$ cat config.mk
export PLATFORM = sky130hd
export DESIGN_NAME = spi_regbank_slave
export DESIGN_NICKNAME = d
export VERILOG_FILES = /design/src/rtl/spi_rb_pkg.sv /design/src/rtl/spi_rb_sync.sv /design/src/rtl/spi_rb_shifter.sv /design/src/rtl/spi_rb_fsm.sv /design/src/rtl/spi_regbank_slave.sv
export SDC_FILE = /design/constraint.sdc
export NUM_CORES = 1
export LEC_CHECK = 0
export ABC_AREA = 1
export BUFFER_PORTS_ARGS = -buffer_cell sky130_fd_sc_hd__buf_2
export CAP_MARGIN = 10
export CORE_MARGIN = 2
export CORE_UTILIZATION = 40
export CTS_CLUSTER_DIAMETER = 30
export DETAILED_ROUTE_END_ITERATION = 16
export MAX_ROUTING_LAYER = met4
export RECOVER_POWER = 25
export SYNTH_ARGS = -nofsm -noshare
export SYNTH_HDL_FRONTEND = slang
export SYNTH_HIERARCHICAL = 1
export SYNTH_SLANG_ARGS = --single-unit
export TNS_END_PERCENT = 5
$ cat constraint.sdc
create_clock -name clk -period 1.6 [get_ports clk]
set_clock_uncertainty 0.1 [all_clocks]
set_input_delay 0.24 -clock clk [delete_from_list [all_inputs] [get_ports clk]]
set_output_delay 0.24 -clock clk [all_outputs]
set_load 0.005 [all_outputs]
$ cat src/rtl/spi_rb_pkg.sv
package spi_rb_pkg;
    localparam int WORD_W     = 16;
    localparam int CMD_ADDR_W = 10;
    localparam int CNT_W      = $clog2(WORD_W);
    localparam int EN_W       = 5;
    localparam logic [EN_W-1:0] CMD_ENABLE = 5'b11100;

    typedef enum logic [2:0] {
        ST_IDLE,
        ST_CMD,
        ST_LOAD,
        ST_READ,
        ST_WRITE,
        ST_COMMIT,
        ST_DISCARD
    } rb_state_e;
endpackage

$ cat src/rtl/spi_rb_sync.sv
module spi_rb_sync #(
    parameter int               WIDTH   = 3,
    parameter int               STAGES  = 2,
    parameter logic [WIDTH-1:0] RST_VAL = '0
) (
    input  logic             clk,
    input  logic             rst_n,
    input  logic [WIDTH-1:0] din,
    output logic [WIDTH-1:0] dout
);
    for (genvar i = 0; i < WIDTH; i++) begin : g_bit
        logic [STAGES-1:0] chain_q;
        always_ff @(posedge clk or negedge rst_n) begin
            if (!rst_n) chain_q <= {STAGES{RST_VAL[i]}};
            else        chain_q <= {chain_q[STAGES-2:0], din[i]};
        end
        assign dout[i] = chain_q[STAGES-1];
    end
endmodule

$ cat src/rtl/spi_rb_shifter.sv
module spi_rb_shifter #(
    parameter int WORD_W = 16
) (
    input  logic              clk,
    input  logic              rst_n,
    input  logic              mosi_s,
    input  logic              shift_in_en,
    input  logic              load_en,
    input  logic [WORD_W-1:0] load_data,
    input  logic              shift_out_en,
    input  logic              clr_out,
    output logic [WORD_W-1:0] rx_next,
    output logic [WORD_W-1:0] rx_word,
    output logic              miso_bit
);
    logic [WORD_W-1:0] rx_q, tx_q;
    logic              out_q;

    assign rx_next  = {rx_q[WORD_W-2:0], mosi_s};
    assign rx_word  = rx_q;
    assign miso_bit = out_q;

    always_ff @(posedge clk or negedge rst_n) begin
        if (!rst_n) begin
            rx_q  <= '0;
            tx_q  <= '0;
            out_q <= 1'b0;
        end else begin
            if (shift_in_en) rx_q <= rx_next;
            if (load_en)           tx_q <= load_data;
            else if (shift_out_en) tx_q <= {tx_q[WORD_W-2:0], 1'b0};
            if (clr_out)           out_q <= 1'b0;
            else if (shift_out_en) out_q <= tx_q[WORD_W-1];
        end
    end
endmodule

$ cat src/rtl/spi_rb_fsm.sv
module spi_rb_fsm
    import spi_rb_pkg::*;
#(
    parameter int NUM_REGS = 64,
    parameter int RA_W     = $clog2(NUM_REGS)
) (
    input  logic              clk,
    input  logic              rst_n,
    input  logic              cs_s,
    input  logic              sclk_s,
    input  logic [WORD_W-1:0] rx_next,
    output logic [RA_W-1:0]   ptr_o,
    output logic              reg_we,
    output logic              shift_in_en,
    output logic              shift_out_en,
    output logic              load_en,
    output logic              clr_out,
    output logic              miso_en
);
    localparam logic [RA_W-1:0]       LAST     = RA_W'(NUM_REGS - 1);
    localparam logic [CMD_ADDR_W-1:0] LAST_CMD = CMD_ADDR_W'(NUM_REGS - 1);
    localparam int                    RW_BIT   = CMD_ADDR_W;

    rb_state_e       state_q, state_d;
    logic [CNT_W-1:0] cnt_q;
    logic [RA_W-1:0]  ptr_q;
    logic             sclk_prev_q;
    logic             rise, fall, word_done, cmd_ok, at_top;

    assign rise      = sclk_s & ~sclk_prev_q;
    assign fall      = ~sclk_s & sclk_prev_q;
    assign word_done = rise && (cnt_q == CNT_W'(WORD_W - 1));
    assign cmd_ok    = (rx_next[WORD_W-1 -: EN_W] == CMD_ENABLE) &&
                       (rx_next[CMD_ADDR_W-1:0] <= LAST_CMD);
    assign at_top    = (ptr_q == LAST);
    assign ptr_o     = ptr_q;

    // state register
    always_ff @(posedge clk or negedge rst_n) begin
        if (!rst_n) state_q <= ST_IDLE;
        else        state_q <= state_d;
    end

    // next-state logic
    always_comb begin
        state_d = state_q;
        unique case (state_q)
            ST_IDLE:    if (!cs_s) state_d = ST_CMD;
            ST_CMD:     if (word_done) begin
                            if (!cmd_ok)              state_d = ST_DISCARD;
                            else if (rx_next[RW_BIT]) state_d = ST_LOAD;
                            else                      state_d = ST_WRITE;
                        end
            ST_LOAD:    state_d = ST_READ;
            ST_READ:    if (word_done) state_d = ST_LOAD;
            ST_WRITE:   if (word_done) state_d = ST_COMMIT;
            ST_COMMIT:  state_d = at_top ? ST_DISCARD : ST_WRITE;
            ST_DISCARD: state_d = ST_DISCARD;
            default:    state_d = ST_IDLE;
        endcase
        if (cs_s) state_d = ST_IDLE;
    end

    // bit counter, pointer, edge history
    always_ff @(posedge clk or negedge rst_n) begin
        if (!rst_n) begin
            cnt_q       <= '0;
            ptr_q       <= '0;
            sclk_prev_q <= 1'b0;
        end else begin
            sclk_prev_q <= sclk_s;
            if (state_q == ST_IDLE) cnt_q <= '0;
            else if (rise)          cnt_q <= cnt_q + CNT_W'(1);
            if (state_q == ST_CMD && word_done)
                ptr_q <= rx_next[RA_W-1:0];
            else if ((state_q == ST_READ && word_done) || state_q == ST_COMMIT) begin
                if (!at_top) ptr_q <= ptr_q + RA_W'(1);
            end
        end
    end

    // outputs
    always_comb begin
        reg_we       = (state_q == ST_COMMIT);
        shift_in_en  = rise && (state_q == ST_CMD || state_q == ST_WRITE);
        shift_out_en = fall && (state_q == ST_READ);
        load_en      = (state_q == ST_LOAD);
        clr_out      = (state_q == ST_IDLE || state_q == ST_CMD);
        miso_en      = (state_q == ST_LOAD || state_q == ST_READ);
    end


    we_pulse_chk: assert property (@(posedge clk) disable iff (!rst_n)
        reg_we |=> !reg_we);

    addr_hold_chk: assert property (@(posedge clk) disable iff (!rst_n)
        reg_we |-> (ptr_q == $past(ptr_q)));

    ptr_step_chk: assert property (@(posedge clk) disable iff (!rst_n)
        (state_q == ST_LOAD && $past(state_q) == ST_READ) |->
        ((ptr_q == $past(ptr_q) + RA_W'(1)) || (ptr_q == LAST)));

    top_discard_chk: assert property (@(posedge clk) disable iff (!rst_n)
        (reg_we && at_top && !cs_s) |=> (state_q == ST_DISCARD));
endmodule

$ cat src/rtl/spi_regbank_slave.sv
module spi_regbank_slave
    import spi_rb_pkg::*;
#(
    parameter int NUM_REGS = 64,
    parameter int RA_W     = $clog2(NUM_REGS)
) (
    input  logic              clk,
    input  logic              rst_n,
    input  logic              sclk,
    input  logic              cs_n,
    input  logic              mosi,
    output logic              miso,
    output logic [RA_W-1:0]   reg_addr,
    output logic [WORD_W-1:0] reg_wdata,
    output logic              reg_we,
    input  logic [WORD_W-1:0] reg_rdata
);
    logic [2:0]        sync_out;
    logic              cs_s, sclk_s, mosi_s;
    logic [WORD_W-1:0] rx_next, rx_word;
    logic              shift_in_en, shift_out_en, load_en, clr_out, miso_en, miso_bit;

    spi_rb_sync #(.WIDTH(3), .STAGES(2), .RST_VAL(3'b100)) sync_i (
        .clk   (clk),
        .rst_n (rst_n),
        .din   ({cs_n, sclk, mosi}),
        .dout  (sync_out)
    );
    assign {cs_s, sclk_s, mosi_s} = sync_out;

    spi_rb_shifter #(.WORD_W(WORD_W)) shifter_i (
        .clk          (clk),
        .rst_n        (rst_n),
        .mosi_s       (mosi_s),
        .shift_in_en  (shift_in_en),
        .load_en      (load_en),
        .load_data    (reg_rdata),
        .shift_out_en (shift_out_en),
        .clr_out      (clr_out),
        .rx_next      (rx_next),
        .rx_word      (rx_word),
        .miso_bit     (miso_bit)
    );

    spi_rb_fsm #(.NUM_REGS(NUM_REGS), .RA_W(RA_W)) fsm_i (
        .clk          (clk),
        .rst_n        (rst_n),
        .cs_s         (cs_s),
        .sclk_s       (sclk_s),
        .rx_next      (rx_next),
        .ptr_o        (reg_addr),
        .reg_we       (reg_we),
        .shift_in_en  (shift_in_en),
        .shift_out_en (shift_out_en),
        .load_en      (load_en),
        .clr_out      (clr_out),
        .miso_en      (miso_en)
    );

    assign reg_wdata = rx_word;
    assign miso      = miso_bit & miso_en;


    miso_idle_chk: assert property (@(posedge clk) disable iff (!rst_n)
        cs_s |=> !miso);
endmodule

==> results of run 1 <==
-- worst max path at each step --
stage                      from                 to  slack, ns  depth (start not counted)
2_1_floorplan  fsm_i/state_q[2]  shifter_i/tx_q[6]       0.12                          8
3_3_place_gp     fsm_i/ptr_o[0]     fsm_i/ptr_o[1]       0.12                          8
3_5_place_dp     fsm_i/cnt_q[0]     fsm_i/ptr_o[4]       0.10                          8
4_1_cts        fsm_i/state_q[2]               miso     0.0009                          7
5_1_grt          fsm_i/cnt_q[0]     fsm_i/ptr_o[4]      -0.03                          8
6_report       fsm_i/state_q[1]             reg_we       0.06                          3
-- through the flow --
step | cells | instance area (sq um) | util [%] | worst slack [ns] | hold slack, ns
after floorplan | 324 | 2680 | - | 0.121 | -0.156
after CTS | 441 | 3040 | 47.3 | 0.000874 | 0.0194
after global placement | 429 | 2920 | 45.4 | 0.124 | 0.0437
after global routing | 442 | 3070 | 47.8 | -0.0294 | 0.0196
final | 442 | 3070 | 47.8 | 0.0611 | 0.0330
after detailed placement | 429 | 2920 | 45.4 | 0.100 | 0.0488
-- per-layer routing --
layer  up-vias  share of wire, %  GRT usage (%)
met3         5               3.7           3.27
met4         0               1.5           5.19
met1       995                50           21.8
met2        49                45           21.4
met5         -                 0              -
li1       1103                 -              -
-- final cells by class --
type,instances,area [sq um]
clock buffers,7,76.3
clock inverters,1,7.51
fillers,657,3350
inverters,29,111
multi-input cells,213,1040
flip-flops and latches,53,1330
well taps,77,96.3
repair buffers,62,405
-- worst max-delay path, delay by kind of cell, from the launching register on --
kind	cells	cell delay, ns
buf+inv	2	0.30
simple gates	1	0.14
flops	1	0.45
-- flip-flops by register name, summed over array words and instances (netlist names) --
signal	count
shifter_i/rx_word	16
fsm_i/ptr_o	6
fsm_i/cnt_q	4
shifter_i/miso_bit	1
shifter_i/tx_q	16
fsm_i/state_q	3
sync_i/g_bit.chain_q	6
fsm_i/sclk_prev_q	1
-- cell usage after synthesis --
master    number  area [sq um]
o21ai_0       16          80.1
inv_2          1          3.75
nor3_1         2          10.0
o21bai_1       1          7.51
nor2_1        26          97.6
dfrtp_1       51          1280
nand2_4        3          33.8
ha_1           2          25.0
inv_4          1          6.26
xor2_1         1          8.76
buf_8          1          15.0
nor4_1         1          6.26
nand4_1        1          6.26
nor2_2         2          12.5
dfstp_2        2          52.6
and2_0         1          6.26
nor2_8         2          40.0
nand3b_1       1          7.51
nand3_2        1          10.0
buf_2          4          20.0
inv_1         27           101
a21oi_1       11          55.1
nand2_2        3          18.8
buf_6          4          45.0
buf_4         20           150
nand3_1       52           260
nand2_1       87           327
-- report_power, final --
group,internal [mW],switching (mW)
Clock,0.311,0.430
Sequential,1.82,0.346
Combinational,0.734,0.978
Total,2.87,1.75
-- cell families after synthesis --
family,Yosys count
adders and majority gates,2
xor gates and xnor gates,1
and+or+nand+nor,182
DFF,53
AOI/OAI and AO/OA,28
buffers and inverters,58
-- repair_timing --
item / CTS / global route
setup endpoints to repair: 1 / 10
setup buffers: 0 / 1
resized for setup: 1 / 7
pin swaps: 0 / 1
hold buffers: 4 / 0
endpoints found under the hold margin: 14 / 0
==> impl_metrics.tcl, run 1 <==
set metrics [dict create \
    wl_per_cell_microns 11.9 \
    antenna_left 0 \
    grt_pass1_vias 1871 \
    dp_hpwl_microns 3700 \
    grt_pass1_wl_microns 8640 \
    clock_latency_ns 0.31 \
    muxShareOfSynthArea_pct 0 \
    yosys_register_bits 53 \
    cp_max_fo 4 \
    track_usage_pct 15.2 \
    clk_pin_slew_ns 0.09 \
    hold_start "reg_rdata[0]" \
    areaGrowthSynthToFinish_pct 14.4 \
    synthAdderAreaFrac_pct 0.933 \
    syn_nets 347 \
    nNetsFinal 387 \
    outcome "complete, no violations" \
    layout_common_cells "nand2_1 (86), nand3_1 (52), dfrtp_1 (50)" \
    avgSynthCellArea_sq_um 8.28 \
    crit_path_top_delay_cell "dfrtp_2" \
    hold_depth 3 \
    cts_root_buf "clkbuf_8" \
    slew_violations 0 \
    via_count 2152 \
    row_count 29 \
    io_pins 45 \
    antenna_found_initial 0 \
    start_util_pct 41.8 \
    reg2reg_to "shifter_i/rx_word[14]" \
    hp-class "in -> reg" \
    post_synth_num_cell_types 27 \
    cts_num_sinks 53 \
    design.core.area_sq_mm 0.00642 \
    maxCapViolCount 0 \
    fmax_ghz 0.650 \
    synth-seq-area-share_pct 49.5 \
    setup_viol 0 \
    cts_buffers 5 \
    power.total_mw 4.62 \
    synth-xor-area-share_pct 0.326 \
    yosysWarningCount 6 \
    ir_worst_vdd_mv 0.706 \
    grt_max_degree 33 \
    gp_congestion 0.822 \
    portBuffers 44 \
    tightest_slew_ns 0.735 \
    criticalPathCategory "reg -> out" \
    arrival_ns 1.20 \
    clockBufferDepth 2 \
    cellPowerDensity_mw_per_mm2 1510 \
    cp-start-kind "flip-flop" \
    syn_area_sq_mm 0.00268 \
    layout-drive-gt1-share_pct 23.6 \
    detail_route.vias_per_cell 4.87 \
    rsz0062_at_grt "true" \
    crit_chain "buf_4, nor2_2, buf_2" \
    cp-end-kind "primary output" \
    first_pass_iters 6 \
    r2r-start "fsm_i/state_q[2]" \
    worst_ep_required_time_ns 1.26 \
    die-width_microns 85.9 \
    whs_endpoint "shifter_i/tx_q[0]" \
    synth_compound_area_share_pct 5.32 \
    wirelength_microns 5250 \
    tritoncts "yes" \
    synthSimpleGateAreaFrac_pct 31.2 \
    min_period_ns 1.54 \
    finalCritPeriodShare_pct 96.2 \
    postSynthCellCount 324 \
    tns_ns 0 \
    final_common_cell "nand2_1" \
    synth_top_family_by_area "simple AND/OR/NAND/NOR gates" \
    n_antenna_cell 0 \
    total_leakage_power_nw 1.60 \
    cts_max_level 2 \
    globalRouteOverflowTotal 0 \
    drcViolationCount 0 \
    reg2regPathDepth 7 \
    hold_viol 0 \
    slew_headroom_pct 51.0 \
    drtIter0Drc 161 \
    r2r_slack_ns 0.10 \
    cpPeakStageDelay_ns 0.45 \
    dieArea_sq_mm 0.00738 \
    die_h_microns 85.9 \
]
No activity file was read; power rests on OpenSTA's default activity.
==> run 2, diff against run 1 <==
- SYNTH_HIERARCHICAL: 1 -> not set
==> run 2 against run 1 <==
Net effect: die area shrank 5.2%; synthesized cell count down 9.0%; global-route usage up 0.41 points; combinational power about the same; critical path depth is 1 higher; routed wire length is 3.1% lower; worst hold slack better by 0.012 ns; total power up 2.9%; non-clock buffer count did not move; clock-buffer cell count did not move; critical path type unchanged; highest routed layer unchanged.
==> impl_metrics.tcl, run 2 <==
set metrics [dict create \
    yosys-top-cells-count "nand2_1 (98), dfrtp_1 (51), inv_1 (31)" \
    io_pins 45 \
    clock_latency_ns 0.30 \
    rsz0062_at_grt "true" \
    outcome "complete, no violations" \
    async_flop_share_pct 100 \
    detail_route.vias_per_cell 4.73 \
    areaGrowthSynthToFinish_pct 21.7 \
    hold_slack_ns 0.0446 \
    ir_worst_vdd_mv 0.673 \
    track_usage_pct 15.6 \
    wirelength_microns 5090 \
    synth-edff-count 0 \
    cts_buffers 5 \
    layout-drive-gt1-share_pct 27.9 \
    hold_viol 0 \
    wl_per_cell_microns 11.7 \
    cp-start-kind "flip-flop" \
    synth-seq-area-share_pct 52.4 \
    cellPowerDensity_mw_per_mm2 1540 \
    setup_viol 0 \
    dieArea_sq_mm 0.00699 \
    clockBufferDepth 2 \
    grt_pass1_wl_microns 8800 \
    yosys_register_bits 53 \
    start_util_pct 40.6 \
    yosysWarningCount 0 \
    slew_violations 0 \
    hp-class "in -> reg" \
    yosysTopAreaCellShare_pct 50.3 \
    fin_util_pct 49.4 \
    nNetsFinal 381 \
    grt_max_degree 38 \
    via_count 2062 \
    cts_root_buf "clkbuf_8" \
    antenna_left 0 \
    final_common_cell "nand2_1" \
    slew_headroom_pct 68.5 \
    min_period_ns 1.54 \
    finalCritPeriodShare_pct 96.3 \
    cts_num_sinks 53 \
    n_antenna_cell 0 \
    cp-end-kind "primary output" \
    synth_area_leader_cell "dfrtp_1" \
    final_cells 436 \
    arrival_ns 1.20 \
    synth_top_flop_cell "dfrtp_1" \
    total_leakage_power_nw 1.70 \
    die_h_microns 83.6 \
    drcViolationCount 0 \
    dp_hpwl_microns 3640 \
    row_count 29 \
    antenna_found_initial 0 \
    tightest_slew_ns 0.472 \
    gp_congestion 0.940 \
    cp_max_fo 3 \
    synth.most_common_cell "nand2_1" \
    fmax_ghz 0.649 \
    maxCapViolCount 0 \
    grt_pass1_vias 1946 \
    syn_area_sq_mm 0.00253 \
    design.core.area_sq_mm 0.00624 \
    syn_nets 318 \
    portBuffers 44 \
    first_pass_iters 6 \
    post_synth_num_cell_types 30 \
    clk_pin_slew_ns 0.09 \
    yosys-top-cells-area "dfrtp_1 (50%), nand2_1 (15%), inv_1 (4.6%), nand3_1 (4.5%), a22oi_1 (3.6%)" \
    layout_common_cells "nand2_1 (98), dfrtp_1 (48), buf_2 (43)" \
    die-width_microns 83.6 \
    criticalPathCategory "reg -> out" \
    dp.cells 419 \
    avgSynthCellArea_sq_um 8.59 \
    worst_ep_required_time_ns 1.26 \
    postSynthCellCount 295 \
    globalRouteOverflowTotal 0 \
    tritoncts "yes" \
    drtIter0Drc 67 \
    cts_max_level 2 \
]
==> run 2: path summary, 6_finish.rpt <==
| kind | from | endpoint | slack, ns | depth (start not counted) |
|---|---|---|---|---|
| worst max-delay path | fsm_i.state_q[2] | miso | 0.06 | 4 |
| min in group asynchronous | rst_n | shifter_i.tx_q[4] | 0.32 | 2 |
| worst min register to register | sync_i.g_bit[0].chain_q[0] | sync_i.g_bit[0].chain_q[1] | 0.26 | 0 |
| max in group asynchronous | rst_n | fsm_i.state_q[2] | 0.24 | 3 |
| worst min-delay path | reg_rdata[0] | shifter_i.tx_q[0] | 0.04 | 3 |
| worst max register to register | fsm_i.state_q[0] | shifter_i.tx_q[13] | 0.11 | 7 |
==> run 2: where the power goes <==
group	total, mW	leakage [nW]	internal (mW)	switching, mW
clock network	0.808	0.0542	0.392	0.417
registers	2.21	0.665	1.84	0.375
logic	1.73	0.982	0.756	0.978
==> run 2: worst max-delay path, stage by stage, from the launching register on <==
cell and delay, ns:
dfrtp_2 0.41, buf_4 0.15, inv_1 0.08, and3_1 0.16, buf_2 0.11
==> run 2: per-stage QoR <==
stage | power (mW) | setup TNS [ns] | worst slack (ns) | area, sq um
after detailed placement | 3.90 | 0 | 0.0785 | 2880
after global placement | 3.86 | 0 | 0.0933 | 2880
final | 4.75 | 0 | 0.0585 | 3090
after global routing | 5.19 | -0.0181 | -0.0100 | 3090
after floorplan | 3.32 | 0 | 0.172 | 2530
after CTS | 4.75 | 0 | 0.0194 | 3030
==> run 2: layout make-up <==
cell class / count / area, sq um
fillers: 637 / 3160
flip-flops and latches: 53 / 1330
multi-input cells: 204 / 1060
repair buffers: 62 / 369
inverters: 32 / 123
clock buffers: 7 / 96.3
well taps: 77 / 96.3
clock inverters: 1 / 5.00
==> run 2: repair_timing <==
| item | 4_1_cts | 5_1_grt |
|---|---|---|
| hold buffers | 4 | 0 |
| setup buffers | 1 | 3 |
| endpoints found under the hold margin | 17 | 0 |
| gates cloned | 0 | 1 |
| pin swaps | 0 | 3 |
| endpoints found under the setup margin | 1 | 34 |
| resized for setup | 1 | 14 |
==> run 2: per-layer routing <==
metal	GRT usage [%]	up-vias	part of all wire (%)
met4	3.96	0	0.28
met1	21.3	956	49
met5	-	-	0
li1	-	1068	-
met2	24.2	36	47
met3	3.07	2	3.7
==> run 2: kinds of logic after synthesis <==
logic type / synth area share [%]
fa+ha+maj: 0.987
flops: 52.4
buf+inv: 7.21
mux: 2.67
compound gates: 8.34
simple gates: 28.4
